<file path="src/rtl/msi_pkg.sv">
package msi_pkg;

    typedef enum logic [1:0] {
        LS_INV = 2'd0,
        LS_SHR = 2'd1,
        LS_MOD = 2'd2
    } line_state_e;

    typedef enum logic [1:0] {
        BC_READ  = 2'd0,
        BC_READX = 2'd1,
        BC_UPGR  = 2'd2,
        BC_WBACK = 2'd3
    } bus_cmd_e;

endpackage

</file>
<file path="src/rtl/msi_line_array.sv">
module msi_line_array
    import msi_pkg::*;
#(
    parameter int IDX_W  = 2,
    parameter int TAG_W  = 14,
    parameter int DATA_W = 32
) (
    input  logic              clk,
    input  logic              rst_n,
    input  logic [IDX_W-1:0]  rd_a_idx,
    output line_state_e       rd_a_state,
    output logic [TAG_W-1:0]  rd_a_tag,
    output logic [DATA_W-1:0] rd_a_data,
    input  logic [IDX_W-1:0]  rd_b_idx,
    output line_state_e       rd_b_state,
    output logic [TAG_W-1:0]  rd_b_tag,
    output logic [DATA_W-1:0] rd_b_data,
    input  logic              wr_en,
    input  logic [IDX_W-1:0]  wr_idx,
    input  line_state_e       wr_state,
    input  logic              wr_tag_en,
    input  logic [TAG_W-1:0]  wr_tag,
    input  logic              wr_data_en,
    input  logic [DATA_W-1:0] wr_data
);
    localparam int DEPTH = 1 << IDX_W;

    typedef struct packed {
        line_state_e       st;
        logic [TAG_W-1:0]  tag;
        logic [DATA_W-1:0] dat;
    } entry_t;

    entry_t mem_d [DEPTH];
    entry_t mem_q [DEPTH];

    always_comb begin
        for (int i = 0; i < DEPTH; i++) begin
            mem_d[i] = mem_q[i];
        end
        if (wr_en) begin
            mem_d[wr_idx].st = wr_state;
            if (wr_tag_en) begin
                mem_d[wr_idx].tag = wr_tag;
            end
            if (wr_data_en) begin
                mem_d[wr_idx].dat = wr_data;
            end
        end
    end

    always_ff @(posedge clk) begin
        for (int i = 0; i < DEPTH; i++) begin
            if (!rst_n) begin
                mem_q[i] <= '{st: LS_INV, tag: '0, dat: '0};
            end else begin
                mem_q[i] <= mem_d[i];
            end
        end
    end

    assign rd_a_state = mem_q[rd_a_idx].st;
    assign rd_a_tag   = mem_q[rd_a_idx].tag;
    assign rd_a_data  = mem_q[rd_a_idx].dat;
    assign rd_b_state = mem_q[rd_b_idx].st;
    assign rd_b_tag   = mem_q[rd_b_idx].tag;
    assign rd_b_data  = mem_q[rd_b_idx].dat;

    AST_STATE_LEGAL: assert property (@(posedge clk) disable iff (!rst_n)
        rd_a_state != 2'd3) else $error("illegal line state");

endmodule

</file>
<file path="src/rtl/msi_snoop_unit.sv">
module msi_snoop_unit
    import msi_pkg::*;
#(
    parameter int ADDR_W    = 16,
    parameter int IDX_W     = 2,
    parameter int DATA_W    = 32,
    parameter bit MIGRATORY = 1'b0
) (
    input  logic              clk,
    input  logic              rst_n,
    input  logic              snp_valid,
    input  logic [1:0]        snp_cmd,
    input  logic [ADDR_W-1:0] snp_addr,
    output logic [IDX_W-1:0]  snp_idx,
    input  line_state_e       line_state,
    input  logic [ADDR_W-IDX_W-1:0] line_tag,
    input  logic [DATA_W-1:0] line_data,
    output logic              upd_en,
    output line_state_e       upd_state,
    output logic              flush_valid,
    output logic [ADDR_W-1:0] flush_addr,
    output logic [DATA_W-1:0] flush_data
);
    localparam int TAG_W = ADDR_W - IDX_W;

    typedef struct packed {
        logic              vld;
        logic [ADDR_W-1:0] addr;
        logic [DATA_W-1:0] dat;
    } flush_t;

    flush_t fl_d, fl_q;
    logic   hit;
    logic   dirty;

    assign snp_idx = snp_addr[IDX_W-1:0];
    assign hit     = snp_valid && (line_state != LS_INV)
                     && (line_tag == snp_addr[ADDR_W-1:IDX_W]);
    assign dirty   = (line_state == LS_MOD);

    always_comb begin
        fl_d      = '{vld: 1'b0, addr: snp_addr, dat: line_data};
        upd_en    = 1'b0;
        upd_state = line_state;
        if (hit) begin
            unique case (bus_cmd_e'(snp_cmd))
                BC_READ: begin
                    if (dirty) begin
                        fl_d.vld  = 1'b1;
                        upd_en    = 1'b1;
                        upd_state = MIGRATORY ? LS_INV : LS_SHR;
                    end
                end
                BC_READX, BC_UPGR: begin
                    fl_d.vld  = dirty;
                    upd_en    = 1'b1;
                    upd_state = LS_INV;
                end
                default: begin
                end
            endcase
        end
    end

    always_ff @(posedge clk) begin
        if (!rst_n) begin
            fl_q <= '{vld: 1'b0, addr: '0, dat: '0};
        end else begin
            fl_q <= fl_d;
        end
    end

    assign flush_valid = fl_q.vld;
    assign flush_addr  = fl_q.addr;
    assign flush_data  = fl_q.dat;

    AST_FLUSH_AFTER_SNOOP: assert property (@(posedge clk) disable iff (!rst_n)
        flush_valid |-> $past(snp_valid)) else $error("flush without snoop");
    AST_FLUSH_ONLY_DIRTY: assert property (@(posedge clk) disable iff (!rst_n)
        flush_valid |-> $past(line_state == LS_MOD)) else $error("flush of clean line");

    logic [TAG_W-1:0] unused_w;
    assign unused_w = '0;

endmodule

</file>
<file path="src/rtl/msi_req_ctrl.sv">
module msi_req_ctrl
    import msi_pkg::*;
#(
    parameter int ADDR_W = 16,
    parameter int IDX_W  = 2,
    parameter int DATA_W = 32
) (
    input  logic              clk,
    input  logic              rst_n,
    input  logic              cpu_req_valid,
    input  logic              cpu_req_write,
    input  logic [ADDR_W-1:0] cpu_req_addr,
    input  logic [DATA_W-1:0] cpu_req_wdata,
    output logic              cpu_req_ready,
    output logic              cpu_resp_valid,
    output logic [DATA_W-1:0] cpu_resp_rdata,
    output logic              bus_req_valid,
    output logic [1:0]        bus_req_cmd,
    output logic [ADDR_W-1:0] bus_req_addr,
    output logic [DATA_W-1:0] bus_req_data,
    input  logic              bus_grant,
    input  logic [DATA_W-1:0] bus_fill_data,
    input  logic              snp_valid,
    output logic [IDX_W-1:0]  line_idx,
    input  line_state_e       line_state,
    input  logic [ADDR_W-IDX_W-1:0] line_tag,
    input  logic [DATA_W-1:0] line_data,
    output logic              upd_en,
    output line_state_e       upd_state,
    output logic              upd_tag_en,
    output logic [ADDR_W-IDX_W-1:0] upd_tag,
    output logic              upd_data_en,
    output logic [DATA_W-1:0] upd_data
);
    localparam int TAG_W = ADDR_W - IDX_W;

    typedef enum logic {PH_IDLE = 1'b0, PH_ACTIVE = 1'b1} phase_e;

    typedef struct packed {
        phase_e            ph;
        logic              wr;
        logic [ADDR_W-1:0] addr;
        logic [DATA_W-1:0] wdata;
        logic              rvld;
        logic [DATA_W-1:0] rdata;
    } req_t;

    req_t     r_d, r_q;
    logic [TAG_W-1:0] req_tag;
    logic     tag_hit;
    logic     need_bus;
    bus_cmd_e cmd;

    assign line_idx = r_q.addr[IDX_W-1:0];
    assign req_tag  = r_q.addr[ADDR_W-1:IDX_W];
    assign tag_hit  = (line_state != LS_INV) && (line_tag == req_tag);

    // Command is re-derived from the live line state every cycle.
    always_comb begin
        need_bus = 1'b1;
        cmd      = BC_READ;
        if (line_state == LS_MOD && !tag_hit) begin
            cmd = BC_WBACK;
        end else if (!tag_hit) begin
            cmd = r_q.wr ? BC_READX : BC_READ;
        end else if (r_q.wr && line_state == LS_SHR) begin
            cmd = BC_UPGR;
        end else begin
            need_bus = 1'b0;
        end
    end

    assign bus_req_valid = (r_q.ph == PH_ACTIVE) && need_bus;
    assign bus_req_cmd   = cmd;
    assign bus_req_addr  = (cmd == BC_WBACK) ? {line_tag, line_idx} : r_q.addr;
    assign bus_req_data  = (cmd == BC_WBACK) ? line_data : '0;

    always_comb begin
        r_d         = r_q;
        r_d.rvld    = 1'b0;
        upd_en      = 1'b0;
        upd_state   = line_state;
        upd_tag_en  = 1'b0;
        upd_tag     = req_tag;
        upd_data_en = 1'b0;
        upd_data    = bus_fill_data;
        cpu_req_ready = (r_q.ph == PH_IDLE);
        unique case (r_q.ph)
            PH_IDLE: begin
                if (cpu_req_valid) begin
                    r_d.ph    = PH_ACTIVE;
                    r_d.wr    = cpu_req_write;
                    r_d.addr  = cpu_req_addr;
                    r_d.wdata = cpu_req_wdata;
                end
            end
            PH_ACTIVE: begin
                if (!snp_valid) begin
                    if (!need_bus) begin
                        r_d.ph    = PH_IDLE;
                        r_d.rvld  = 1'b1;
                        r_d.rdata = r_q.wr ? r_q.wdata : line_data;
                        if (r_q.wr) begin
                            upd_en      = 1'b1;
                            upd_data_en = 1'b1;
                            upd_data    = r_q.wdata;
                        end
                    end else if (bus_grant) begin
                        upd_en = 1'b1;
                        unique case (cmd)
                            BC_READ: begin
                                upd_state   = LS_SHR;
                                upd_tag_en  = 1'b1;
                                upd_data_en = 1'b1;
                            end
                            BC_READX: begin
                                upd_state   = LS_MOD;
                                upd_tag_en  = 1'b1;
                                upd_data_en = 1'b1;
                            end
                            BC_UPGR:  upd_state = LS_MOD;
                            default:  upd_state = LS_INV;
                        endcase
                    end
                end
            end
            default: r_d.ph = PH_IDLE;
        endcase
    end

    always_ff @(posedge clk) begin
        if (!rst_n) begin
            r_q <= '{ph: PH_IDLE, wr: 1'b0, addr: '0, wdata: '0, rvld: 1'b0, rdata: '0};
        end else begin
            r_q <= r_d;
        end
    end

    assign cpu_resp_valid = r_q.rvld;
    assign cpu_resp_rdata = r_q.rdata;

    AST_UPGR_ON_SHARED: assert property (@(posedge clk) disable iff (!rst_n)
        (bus_req_valid && bus_req_cmd == BC_UPGR) |-> line_state == LS_SHR)
        else $error("upgrade without shared copy");
    AST_WB_ONLY_DIRTY: assert property (@(posedge clk) disable iff (!rst_n)
        (bus_req_valid && bus_req_cmd == BC_WBACK) |-> line_state == LS_MOD)
        else $error("write-back of clean line");
    AST_RESP_PULSE: assert property (@(posedge clk) disable iff (!rst_n)
        cpu_resp_valid |=> !cpu_resp_valid) else $error("response longer than one cycle");
    AST_REQ_HELD: assert property (@(posedge clk) disable iff (!rst_n)
        (bus_req_valid && !bus_grant && !snp_valid) |=> (bus_req_valid && $stable(bus_req_cmd)))
        else $error("bus request dropped without grant");

endmodule

</file>
<file path="src/rtl/msi_snoop_ctrl.sv">
module msi_snoop_ctrl
    import msi_pkg::*;
#(
    parameter int ADDR_W    = 16,
    parameter int IDX_W     = 2,
    parameter int DATA_W    = 32,
    parameter bit MIGRATORY = 1'b0
) (
    input  logic              clk,
    input  logic              rst_n,
    input  logic              cpu_req_valid,
    input  logic              cpu_req_write,
    input  logic [ADDR_W-1:0] cpu_req_addr,
    input  logic [DATA_W-1:0] cpu_req_wdata,
    output logic              cpu_req_ready,
    output logic              cpu_resp_valid,
    output logic [DATA_W-1:0] cpu_resp_rdata,
    output logic              bus_req_valid,
    output logic [1:0]        bus_req_cmd,
    output logic [ADDR_W-1:0] bus_req_addr,
    output logic [DATA_W-1:0] bus_req_data,
    input  logic              bus_grant,
    input  logic [DATA_W-1:0] bus_fill_data,
    input  logic              snp_valid,
    input  logic [1:0]        snp_cmd,
    input  logic [ADDR_W-1:0] snp_addr,
    output logic              flush_valid,
    output logic [ADDR_W-1:0] flush_addr,
    output logic [DATA_W-1:0] flush_data
);
    localparam int TAG_W = ADDR_W - IDX_W;

    logic [IDX_W-1:0]  a_idx, b_idx;
    line_state_e       a_state, b_state;
    logic [TAG_W-1:0]  a_tag, b_tag;
    logic [DATA_W-1:0] a_data, b_data;

    logic              rq_upd_en, rq_tag_en, rq_data_en;
    line_state_e       rq_state;
    logic [TAG_W-1:0]  rq_tag;
    logic [DATA_W-1:0] rq_data;
    logic              sn_upd_en;
    line_state_e       sn_state;

    logic              w_en, w_tag_en, w_data_en;
    logic [IDX_W-1:0]  w_idx;
    line_state_e       w_state;

    msi_req_ctrl #(.ADDR_W(ADDR_W), .IDX_W(IDX_W), .DATA_W(DATA_W)) u_req (
        .clk            (clk),
        .rst_n          (rst_n),
        .cpu_req_valid  (cpu_req_valid),
        .cpu_req_write  (cpu_req_write),
        .cpu_req_addr   (cpu_req_addr),
        .cpu_req_wdata  (cpu_req_wdata),
        .cpu_req_ready  (cpu_req_ready),
        .cpu_resp_valid (cpu_resp_valid),
        .cpu_resp_rdata (cpu_resp_rdata),
        .bus_req_valid  (bus_req_valid),
        .bus_req_cmd    (bus_req_cmd),
        .bus_req_addr   (bus_req_addr),
        .bus_req_data   (bus_req_data),
        .bus_grant      (bus_grant),
        .bus_fill_data  (bus_fill_data),
        .snp_valid      (snp_valid),
        .line_idx       (a_idx),
        .line_state     (a_state),
        .line_tag       (a_tag),
        .line_data      (a_data),
        .upd_en         (rq_upd_en),
        .upd_state      (rq_state),
        .upd_tag_en     (rq_tag_en),
        .upd_tag        (rq_tag),
        .upd_data_en    (rq_data_en),
        .upd_data       (rq_data)
    );

    msi_snoop_unit #(.ADDR_W(ADDR_W), .IDX_W(IDX_W), .DATA_W(DATA_W),
                     .MIGRATORY(MIGRATORY)) u_snoop (
        .clk         (clk),
        .rst_n       (rst_n),
        .snp_valid   (snp_valid),
        .snp_cmd     (snp_cmd),
        .snp_addr    (snp_addr),
        .snp_idx     (b_idx),
        .line_state  (b_state),
        .line_tag    (b_tag),
        .line_data   (b_data),
        .upd_en      (sn_upd_en),
        .upd_state   (sn_state),
        .flush_valid (flush_valid),
        .flush_addr  (flush_addr),
        .flush_data  (flush_data)
    );

    // Snoop updates win; the requester stalls whenever a snoop is present.
    always_comb begin
        w_en      = sn_upd_en | rq_upd_en;
        w_idx     = sn_upd_en ? b_idx : a_idx;
        w_state   = sn_upd_en ? sn_state : rq_state;
        w_tag_en  = !sn_upd_en && rq_tag_en;
        w_data_en = !sn_upd_en && rq_data_en;
    end

    msi_line_array #(.IDX_W(IDX_W), .TAG_W(TAG_W), .DATA_W(DATA_W)) u_array (
        .clk        (clk),
        .rst_n      (rst_n),
        .rd_a_idx   (a_idx),
        .rd_a_state (a_state),
        .rd_a_tag   (a_tag),
        .rd_a_data  (a_data),
        .rd_b_idx   (b_idx),
        .rd_b_state (b_state),
        .rd_b_tag   (b_tag),
        .rd_b_data  (b_data),
        .wr_en      (w_en),
        .wr_idx     (w_idx),
        .wr_state   (w_state),
        .wr_tag_en  (w_tag_en),
        .wr_tag     (rq_tag),
        .wr_data_en (w_data_en),
        .wr_data    (rq_data)
    );

    AST_SINGLE_WRITER: assert property (@(posedge clk) disable iff (!rst_n)
        !(sn_upd_en && rq_upd_en)) else $error("snoop and request both write");
    AST_READY_DROPS: assert property (@(posedge clk) disable iff (!rst_n)
        (cpu_req_valid && cpu_req_ready) |=> !cpu_req_ready) else $error("ready after accept");

endmodule

</file>
<file path="config.mk">
export PLATFORM = sky130hd
export DESIGN_NAME = msi_snoop_ctrl
export DESIGN_NICKNAME = d
export VERILOG_FILES = /design/src/rtl/msi_pkg.sv /design/src/rtl/msi_line_array.sv /design/src/rtl/msi_snoop_unit.sv /design/src/rtl/msi_req_ctrl.sv /design/src/rtl/msi_snoop_ctrl.sv
export SDC_FILE = /design/constraint.sdc
export NUM_CORES = 1
export LEC_CHECK = 0
export CORE_MARGIN = 3
export CORE_UTILIZATION = 30
export CTS_CLUSTER_DIAMETER = 150
export DETAILED_ROUTE_END_ITERATION = 16
export DONT_BUFFER_PORTS = 1
export PLACE_DENSITY = 0.5
export SYNTH_ARGS = -nofsm -noshare
export SYNTH_HDL_FRONTEND = slang
export SYNTH_SLANG_ARGS = --single-unit
</file>
<file path="constraint.sdc">
create_clock -name clk -period 9 [get_ports clk]
set_input_delay 1.8 -clock clk [delete_from_list [all_inputs] [get_ports clk]]
set_output_delay 1.8 -clock clk [all_outputs]
set_load 0.01 [all_outputs]
</file>
==> results by group <==
Floorplan
  • Die ar.: 0.0511 mm2
  • Initial Util: 30.4%
  • Core ar.: 0.0478 mm2
  • Row count: 80
  • Die Ht: 226 um
  • Chip Width: 226 um
  • Ports: 238

Critical path
  • Critical path's largest stage delay: 0.79 ns
  • Levels on crit path: 9
  • R2r setup slk: 3.47 ns
  • Worst Reg-to-Reg Cells: 10
  • Most frequent CP cell: buf_4
  • Family with the most delay on the worst path: buffers and inverters
  • Worst path cell trace: buf_4 > mux4_2 > xnor2_1 > nand4_1 > nor4_4 > a21o_1 > ha_2 > buf_4 > mux2_2
  • Critical path class: reg2out
  • Crit. End Element: output port
  • Worst r2r dst: u_array.mem_q[2][1]
  • Startpoint Class: flip-flop
  • CP max FO: 31
  • Arrival time at the worst endpoint: 5.27 ns
  • CP bufs+invs: 2
  • Slowest-stage cell, CP: dfxtp_4
  • Worst Path Required: 7.20 ns

Power
  • Net Sw Power: 756 uW
  • Comb power frac: 4.9%
  • Sequential power share: 46.2%
  • Lkg Pwr: 0.00577 uW
  • Cell Pwr Density: 205 mW/mm2
  • Pint: 2510 uW
  • Sw frac: 23.2%
  • Clock power share: 48.9%
  • Max rail drop VDD: 0.143 mV

Finish
  • Multi-input gate area: 0.00724 mm2
  • Post-Route Utilization: 33.3%
  • Register area: 0.00653 mm2
  • Area Overhead vs Synth: 9.74%
  • Layout cells sized above 1: 15.2%
  • Fin area: 0.0160 mm2
  • Nets: 1417
  • Fillcell total: 4828

Clocking
  • Clk buf depth: 3
  • Root Driver: clkbuf_16
  • PostCTS Resize Cnt: 0
  • Clk_lat worst skew: 0.56 ns
  • Reg clk slew, reported paths: 0.05 ns
  • CTS buffer count: 39
  • Setup Fix Bufs, Post-CTS: 0
  • Sink Count: 326
  • Hold Buf Count CTS: 0
  • CTS tree: built
  • H-Tree Depth: 2

Yosys
  • Synth Warn #: 0
  • Top cells by count, synth: dfxtp_1, a21oi_1, nand2_1
  • Flops & latches, synth: 326
  • Ranking of synthesized cells by area: dfxtp_1, mux4_2, a21oi_1, mux2i_1, and2_1
  • Post-Synthesis Cells: 1408
  • Yosys top cell area share: 44.9%
  • Leading area contributor after synthesis: dfxtp_1
  • Post-synth EDFFs: 0
  • Synth Area in XOR/XNOR: 1.69%
  • Post-synthesis mux area share: 20.4%
  • Synth cell types: 48
  • Main synth FF type: dfxtp_1
  • Synth Cell Area: 0.0145 mm2
  • Avg Inst Size Synth: 10.3 um2
  • Post-synth ARST share: 0%
  • Most frequent cell after synthesis: dfxtp_1
  • Compound-gate portion of the synthesized area: 17.2%
  • Largest family of logic cells by synthesized area: multiplexers
  • Simple-gate share of the synthesized area: 9.84%
  • Synth Area in Adders: 0.430%
  • Seq/Total Area, Yosys: 44.9%
  • Syn Nets: 1517

STA
  • Post-route clock skew: 0.0303 ns
  • Fmax: 0.141 GHz
  • Worst Max-Slew Pin Slew: 0.969 ns
  • Rel. slew slack: 35.4%
  • TNS Setup: 0 ns
  • Final hold vios: 0
  • RSZ-0062 raised after global routing: false
  • Final slew viol count: 0
  • Tcrit/Tclk final: 78.6%
  • Count of final setup violators: 0
  • Tmin final: 7.07 ns

GRT
  • Vias in the first global route: 10300
  • Overflow after GRT: 0
  • First-pass GRT wire length: 66.1 mm
  • GRT Total Usage: 17.0%
  • Largest net degree at the start of global routing: 193
  • Antenna violations before repair: 2

Placed design
  • I/O Buffers: 0
  • Placement Cell Area: 0.0147 mm2
  • Global placement routability congestion: 0.752
  • Post-DP HPWL: 28.4 mm

Routing
  • Drt drc: 0
  • Vias: 10400
  • DR WL/cell: 22.9 um
  • Via density: 5.33
  • Iteration-0 DRC count of the detailed router: 644
  • Drt total wl: 44.6 mm
  • Antenna-violating nets left: 0
  • DR pass1 iterations: 5

Outcome
  • Status: finished, final reports clean

Worst hold path
  • WHS Endpoint: u_req.r_q[48]
  • Hold Path Stages: 2
  • HP Start: u_req.r_q[48]
  • HP Class: reg2reg

Run
  • Max Cap Viol: 0
## stage by stage
stage          hold WS (ns)  setup slack (ns)  instances  power, uW
2_1_floorplan         0.443              3.93       1408       1670
3_3_place_gp          0.456              2.36       1882       1700
3_5_place_dp          0.461              2.32       1882       1700
5_1_grt               0.487              1.48       1949       3390
6_report              0.468              1.93       1950       3260
4_1_cts               0.469              1.72       1949       3320
## worst min-delay path, cell delays in order, from the launching register on
cell and delay (ns):
dfxtp_1 0.31, nand2_1 0.05, a21oi_1 0.05
## cell type report
cell class / count / share of cell area, %
Timing Repair Buffer: 12 / 0.565
Tap cell: 615 / 4.82
Multi-Input combinational cell: 921 / 45.4
Antenna cell: 1 / 0.0157
Clock inverter: 10 / 0.918
Inverter: 8 / 0.196
Sequential cell: 326 / 40.9
Clock buffer: 57 / 7.18
## kinds of logic after synthesis
kind of cell	after synthesis
AOI/OAI and AO/OA	423
adders and majority gates	5
and+or+nand+nor	290
xor gates and xnor gates	28
DFF	326
buffers and inverters	161
muxes	175
## registers in the layout, summed over array words and instances (netlist names), named ones only
name / flops
u_req.upd_tag: 14
u_req.r_q: 34
u_snoop.flush_data: 32
u_req.line_idx: 2
u_array.mem_q: 192
u_req.cpu_resp_rdata: 32
u_req.cpu_resp_valid: 1
u_snoop.flush_addr: 16
u_snoop.flush_valid: 1
## worst max-delay path by stage
stage / start / endpoint / slack (ns)
CTS: flip-flop / bus_req_addr[4] / 1.72
detailed placement: flip-flop / bus_req_addr[4] / 2.32
floorplan: flip-flop / bus_req_addr[10] / 3.93
finish: flip-flop / bus_req_addr[4] / 1.93
global route: flip-flop / bus_req_addr[4] / 1.48
global placement: flip-flop / bus_req_addr[4] / 2.36
## cell usage in the layout, fill, tap and decap left out, types with 3 or more instances in the layout
| master | netlist | final |
|---|---|---|
| dfxtp_1 | 326 | 324 |
| a21oi_1 | 178 | 178 |
| nand2_1 | 123 | 122 |
| mux4_2 | 96 | 96 |
| o21ai_1 | 95 | 95 |
| and2_1 | 81 | 80 |
| mux2i_1 | 65 | 65 |
| o2bb2ai_1 | 57 | 57 |
| o21ai_0 | 45 | 45 |
| nor2_1 | 42 | 42 |
| clkbuf_16 | 0 | 40 |
| a211oi_1 | 32 | 32 |
| xnor2_1 | 24 | 24 |
| mux2_2 | 14 | 14 |
| nand3_1 | 13 | 12 |
| buf_4 | 39 | 12 |
| clkbuf_1 | 71 | 9 |
| clkbuf_8 | 0 | 8 |
| inv_1 | 7 | 6 |
| nand4_1 | 5 | 5 |
| clkinv_2 | 0 | 4 |
| xor2_1 | 4 | 4 |
| o21a_1 | 4 | 4 |
| ha_1 | 5 | 4 |
| nor2b_1 | 4 | 3 |
| nand4b_1 | 3 | 3 |
| or3_1 | 3 | 3 |
| o21a_2 | 3 | 3 |
| nand2b_1 | 3 | 3 |
| a21oi_4 | 3 | 3 |
| bufinv_16 | 0 | 3 |
## per-layer routing
metal  vias up  wire [um]  GRT usage, %
met3        69       2850          4.55
met2       276      21400          28.2
met5         -         12             0
met1      5133      19200          21.6
li1       4908          -             -
met4         2       1150          5.60
## power by group through the flow
stage,clock network (uW),logic [uW],registers (uW)
3_3_place_gp,0,161,1540
3_5_place_dp,0,163,1540
4_1_cts,1650,163,1510
5_1_grt,1710,174,1510
6_report,1600,160,1510
2_1_floorplan,0,149,1520
(Power assumes the default switching activity.)
